[src/rtl/wdg_pkg.sv]
package wdg_pkg;

    typedef enum logic [1:0] {
        SAFE_L0 = 2'd0,
        SAFE_L1 = 2'd1,
        SAFE_L2 = 2'd2
    } safety_e;

    typedef struct packed {
        logic       unlock;
        logic       run;
        logic [2:0] sel;
    } ctl_s;

    localparam int CTL_W    = 8;
    localparam int SEL_W    = 3;
    localparam int UNLK_BIT = 4;
    localparam int RUN_BIT  = 3;

    function automatic safety_e decode_level(input logic compat, input logic aon);
        if (aon)         return SAFE_L2;
        else if (compat) return SAFE_L0;
        else             return SAFE_L1;
    endfunction

    function automatic ctl_s unpack_ctl(input logic [CTL_W-1:0] b);
        ctl_s c;
        c.unlock = b[UNLK_BIT];
        c.run    = b[RUN_BIT];
        c.sel    = b[SEL_W-1:0];
        return c;
    endfunction

    function automatic logic [CTL_W-1:0] pack_ctl(input ctl_s c);
        return {3'b000, c.unlock, c.run, c.sel};
    endfunction

endpackage

[src/rtl/wdg_level_dec.sv]
module wdg_level_dec
    import wdg_pkg::*;
(
    input  logic    compat_i,
    input  logic    always_on_i,
    output safety_e level_o,
    output logic    start_on_o,
    output logic    can_stop_o,
    output logic    sel_guarded_o
);
    always_comb begin
        level_o       = decode_level(compat_i, always_on_i);
        start_on_o    = 1'b0;
        can_stop_o    = 1'b1;
        sel_guarded_o = 1'b1;
        unique case (level_o)
            SAFE_L0: sel_guarded_o = 1'b0;
            SAFE_L1: ;
            SAFE_L2: begin
                start_on_o = 1'b1;
                can_stop_o = 1'b0;
            end
            default: ;
        endcase
    end
endmodule

[src/rtl/wdg_ctl_reg.sv]
module wdg_ctl_reg
    import wdg_pkg::*;
#(
    parameter int WINDOW = 4
) (
    input  logic             clk,
    input  logic             rst,
    input  logic             start_on_i,
    input  logic             can_stop_i,
    input  logic             sel_guarded_i,
    input  logic             wr_en_i,
    input  logic [CTL_W-1:0] wr_data_i,
    output ctl_s             ctl_o,
    output logic             sel_reload_o
);
    localparam int TW = (WINDOW > 1) ? $clog2(WINDOW) : 1;
    localparam logic [TW-1:0] T_LOAD = TW'(WINDOW - 1);

    ctl_s          cur_q, nxt;
    logic [TW-1:0] tmr_q, tmr_d;
    ctl_s          wd;
    logic          arm;
    logic          sel_ok;

    always_comb begin
        wd     = unpack_ctl(wr_data_i);
        arm    = wr_en_i && wd.unlock && wd.run;
        sel_ok = wr_en_i && (!sel_guarded_i || cur_q.unlock);
        nxt    = cur_q;
        tmr_d  = tmr_q;

        if (wr_en_i) begin
            if (wd.run)
                nxt.run = 1'b1;
            else if (cur_q.unlock && can_stop_i)
                nxt.run = 1'b0;
        end
        if (sel_ok)
            nxt.sel = wd.sel;
        if (!can_stop_i)
            nxt.run = 1'b1;

        if (arm) begin
            nxt.unlock = 1'b1;
            tmr_d      = T_LOAD;
        end else if (cur_q.unlock) begin
            if (tmr_q == '0)
                nxt.unlock = 1'b0;
            else
                tmr_d = tmr_q - 1'b1;
        end

        sel_reload_o = sel_ok && (wd.sel != cur_q.sel);
    end

    always_ff @(posedge clk) begin
        if (rst) begin
            cur_q.unlock <= 1'b0;
            cur_q.run    <= start_on_i;
            cur_q.sel    <= '0;
            tmr_q        <= '0;
        end else begin
            cur_q <= nxt;
            tmr_q <= tmr_d;
        end
    end

    assign ctl_o = cur_q;
endmodule

[src/rtl/wdg_count.sv]
module wdg_count
    import wdg_pkg::*;
#(
    parameter int BASE_EXP = 14
) (
    input  logic             clk,
    input  logic             rst,
    input  logic             run_i,
    input  logic [SEL_W-1:0] sel_i,
    input  logic             zero_i,
    input  logic             tick_i,
    output logic             expire_o
);
    localparam int CW = BASE_EXP + (1 << SEL_W) + 1;
    localparam logic [CW-1:0] ONE = CW'(1);

    logic [CW-1:0] cnt_q;
    logic [CW-1:0] last;
    logic          hit;

    always_comb begin
        last = (ONE << (BASE_EXP + int'(sel_i))) - ONE;
        hit  = run_i && tick_i && !zero_i && (cnt_q == last);
    end

    always_ff @(posedge clk) begin
        if (rst) begin
            cnt_q    <= '0;
            expire_o <= 1'b0;
        end else begin
            expire_o <= hit;
            if (!run_i || zero_i || hit)
                cnt_q <= '0;
            else if (tick_i)
                cnt_q <= cnt_q + ONE;
        end
    end
endmodule

[src/rtl/wdg_guard.sv]
module wdg_guard
    import wdg_pkg::*;
#(
    parameter int BASE_EXP = 14,
    parameter int WINDOW   = 4
) (
    input  logic       clk,
    input  logic       rst,
    input  logic       compat_i,
    input  logic       always_on_i,
    input  logic       wr_en_i,
    input  logic [7:0] wr_data_i,
    output logic [7:0] rd_data_o,
    input  logic       tick_i,
    input  logic       kick_i,
    output logic       wdt_reset_o
);
    safety_e level;
    logic    start_on, can_stop, sel_guarded;
    ctl_s    ctl;
    logic    sel_reload;

    wdg_level_dec dec_i (
        .compat_i      (compat_i),
        .always_on_i   (always_on_i),
        .level_o       (level),
        .start_on_o    (start_on),
        .can_stop_o    (can_stop),
        .sel_guarded_o (sel_guarded)
    );

    wdg_ctl_reg #(.WINDOW(WINDOW)) reg_i (
        .clk           (clk),
        .rst           (rst),
        .start_on_i    (start_on),
        .can_stop_i    (can_stop),
        .sel_guarded_i (sel_guarded),
        .wr_en_i       (wr_en_i),
        .wr_data_i     (wr_data_i),
        .ctl_o         (ctl),
        .sel_reload_o  (sel_reload)
    );

    wdg_count #(.BASE_EXP(BASE_EXP)) cnt_i (
        .clk      (clk),
        .rst      (rst),
        .run_i    (ctl.run),
        .sel_i    (ctl.sel),
        .zero_i   (kick_i || sel_reload),
        .tick_i   (tick_i),
        .expire_o (wdt_reset_o)
    );

    assign rd_data_o = pack_ctl(ctl);
endmodule

[config.mk]
export PLATFORM = sky130hd
export DESIGN_NAME = wdg_guard
export DESIGN_NICKNAME = d
export VERILOG_FILES = /design/src/rtl/wdg_pkg.sv /design/src/rtl/wdg_level_dec.sv /design/src/rtl/wdg_ctl_reg.sv /design/src/rtl/wdg_count.sv /design/src/rtl/wdg_guard.sv
export SDC_FILE = /design/constraint.sdc
export NUM_CORES = 1
export LEC_CHECK = 0
export CORE_UTILIZATION = 55
export DETAILED_ROUTE_END_ITERATION = 7
export PLACE_DENSITY = 0.78
export SLEW_MARGIN = 20
export SYNTH_ARGS = -nofsm -noshare
export SYNTH_HDL_FRONTEND = slang
export SYNTH_SLANG_ARGS = --single-unit
export TNS_END_PERCENT = 1
[constraint.sdc]
create_clock -name clk -period 3.84 [get_ports clk]
set_input_delay 0.768 -clock clk [delete_from_list [all_inputs] [get_ports clk]]
set_output_delay 0.768 -clock clk [all_outputs]
set_load 0.1 [all_outputs]
==> summary.txt <==
Detailed routing
  • Vias: 1,476
  • DRT iter0 DRCs: 86
  • Drt pass-1 iters: 4
  • Antenna viol nets, final: 0
  • Vias per cell: 5.35
  • # DRC: 0
  • DR WL/cell: 12.0 microns
  • Post-Route WL: 3.32 mm

CTS
  • CTS Buf Count: 5
  • Skew-Pair Late Insertion Delay: 0.33 ns
  • Clock Sinks: 31
  • Post-cts resize count: 0
  • Clock buffer depth: 2
  • H-tree Lvls: 2
  • Post-CTS Setup Bufs: 0
  • CTS tree: yes
  • Root buf cell: clkbuf_4
  • Reg clk slew, reported paths: 0.09 ns
  • Post-CTS Hold Buffers: 0

Floorplanning
  • Die width: 60.2 microns
  • Core Region: 3130 sq um
  • DIE AREA: 3620 sq um
  • Ports: 24
  • FP Rows: 20
  • Die height: 60.2 microns
  • Initial Utilization: 59.6%

Setup path
  • CP startpoint kind: flip-flop
  • Crit path max fanout: 23
  • WS Path Type: flip-flop to flip-flop
  • Critical path data required time: 4.05 ns
  • Worst Setup SP: reg_i.ctl_o[2]$_SDFFE_PP0P_
  • Worst-path cell chain: inv_1 > ha_1 > or3b_1 > nand3_1 > a21oi_1 > or4_4 > o31ai_4 > buf_4 > nor2_1
  • CP arrival: 3.18 ns
  • Crit path buffers/inverters: 2
  • R2r setup slk: 0.88 ns
  • Critical path's top delay family: simple AND/OR/NAND/NOR gates
  • CP endpoint kind: flip-flop
  • CP peak stage delay: 0.59 ns
  • Slowest-stage cell, CP: or4_4
  • RR Startpoint: reg_i.ctl_o[2]$_SDFFE_PP0P_

Global routing
  • First-pass GRT wire length: 5.63 mm
  • Largest net degree at the start of global routing: 24
  • Initial antenna violation count: 0
  • Grt ovf: 0
  • Vias in the first global route: 1,263
  • Total Routing Usage GR: 21.3%

Power
  • Pwr dens: 315 nW/um^2
  • Worst vdd ir: 0.000281 V
  • P_leak: 0.779 nW

Run status
  • Status: finished, final reports clean

Layout
  • Reg area: 631 sq um
  • Layout cell share with drive strength beyond 1: 6.47%
  • Leading cell type in the layout, fill and taps excluded: nor2_1
  • Layout filler cell count: 280
  • Ant diodes: 0
  • Design Area, Final: 2080 sq um
  • Layout net count: 255
  • Most frequent cells in the layout: nor2_1, dfxtp_1, xor2_1
  • Area grow syn2layout: 11.8%
  • Multi-input logic area: 1120 sq um
  • Post-layout util: 66.6%

STA
  • Post-Route Skew: 0.00928 ns
  • Max-slew headroom at the worst pin: 34.6%
  • Fmax: 338 MHz
  • Min Tclk post-route: 2.96 ns
  • Fin. Hold Viols: 0
  • RSZ-0062 raised after global routing: false
  • Worst-Margin Slew: 0.978 ns
  • Final setup violating endpoints: 0
  • Max Slew Vio Count: 0
  • Period utilisation layout: 77.1%
  • Setup TNS: 0 ns

Yosys
  • Yosys warns: 0
  • Syn avg cell area: 8.67 sq um
  • Cells after Synth: 215
  • Most area-hungry cell type in the Yosys netlist: dfxtp_1
  • Cell Area, Synth: 1860 sq um
  • Top post-synthesis cells by area: dfxtp_1, xor2_1, nor2_1, xnor2_1, ha_1
  • Number of synthesized register bits: 31
  • Synth cell types: 36
  • Seq/Total Area, Yosys: 33.8%
  • Post-synth top area share: 32.2%

Placed design
  • Hpwl dp: 2.50 mm
  • Placed Area: 2010 sq um
  • IO buf count: 17
  • Routability Congestion: 0.806

Min path
  • Min-delay src: cnt_i.cnt_q[7]$_SDFFE_PP0P_
  • HP Class: flip-flop to flip-flop

Job
  • Max Cap Viol: 0
cell families after synthesis:
family	share of synthesized area [%]
AO/OA/AOI/OAI	5.84
XOR/XNOR	17.4
adder cells (fa/ha/maj)	6.04
buffers and inverters	6.51
flip-flops	33.8
multiplexers	3.83
other	0.201
AND/OR/NAND/NOR	26.3
layer usage:
metal | part of all wire [%] | vias up | GRT usage (%)
met1 | 47 | 702 | 26.8
met5 | 0 | - | 0
met2 | 50 | 16 | 33.4
met4 | 1.4 | 0 | 7.97
met3 | 2.4 | 6 | 7.14
li1 | - | 752 | -
sequential cells by signal (all words and copies together), names as in the netlist:
signal,count
reg_i.ctl_o,5
reg_i.tmr_q,2
cnt_i.cnt_q,23
cnt_i.expire_o,1
worst register-to-register path, cell delays in order, from the launching register on:
cell     delay [ns]
dfxtp_1        0.50
inv_1          0.13
ha_1           0.42
or3b_1         0.41
nand3_1        0.09
a21oi_1        0.07
or4_4          0.59
o31ai_4        0.25
buf_4          0.28
nor2_1         0.09
final timing paths:
| path | end | depth (start not counted) |
|---|---|---|
| max | cnt_i.cnt_q[4]$_SDFFE_PP0P_ | 9 |
| min | cnt_i.cnt_q[7]$_SDFFE_PP0P_ | 2 |
| max reg2reg | cnt_i.cnt_q[4]$_SDFFE_PP0P_ | 9 |
| min reg2reg | cnt_i.cnt_q[7]$_SDFFE_PP0P_ | 2 |
synth_stat cells:
master and count:
and2_1 1, o31ai_4 1, o21ai_1 1, nor3_1 4
buf_6 4, nor3b_1 2, clkbuf_1 2, nand2_1 11
ha_1 9, a21o_1 2, and3_1 3, xnor2_1 15
nand4_1 12, inv_1 7, mux2_2 1, a31oi_1 2
clkbuf_2 1, nand4b_1 1, nor4b_1 1, nor2b_1 7
xor2_1 22, conb_1 1, nor2_1 38, nor4_4 1
nor4_1 3, o21ai_0 4, dfxtp_1 30, or4_4 1
nand3_1 8, edfxtp_1 1, or3b_1 1, a32o_1 1
mux2i_1 6, or4b_2 1, buf_4 5, a21oi_1 5
power by group:
part | switching (W) | internal [W]
clock network | 0.000108 | 0.000108
logic | 0.0000688 | 0.0000393
registers | 0.00000496 | 0.000327
total | 0.000182 | 0.000474
stage by stage:
stage | hold slack [ns] | worst slack (ns) | instances | power [W]
4_1_cts | 0.536 | 0.859 | 276 | 0.000665
6_report | 0.534 | 0.880 | 276 | 0.000656
3_3_place_gp | 0.503 | 0.928 | 268 | 0.000447
3_5_place_dp | 0.507 | 0.891 | 268 | 0.000448
5_1_grt | 0.572 | 0.716 | 276 | 0.000694
2_1_floorplan | 0.480 | 0.320 | 217 | 0.000428
layout make-up:
class / instances / share of cell area, %
Tap cell: 44 / 2.64
Multi-Input combinational cell: 167 / 53.7
Timing Repair Buffer: 19 / 8.77
Sequential cell: 31 / 30.3
Inverter: 7 / 1.26
Clock buffer: 8 / 3.31
Power figures use the tool's default switching activity.
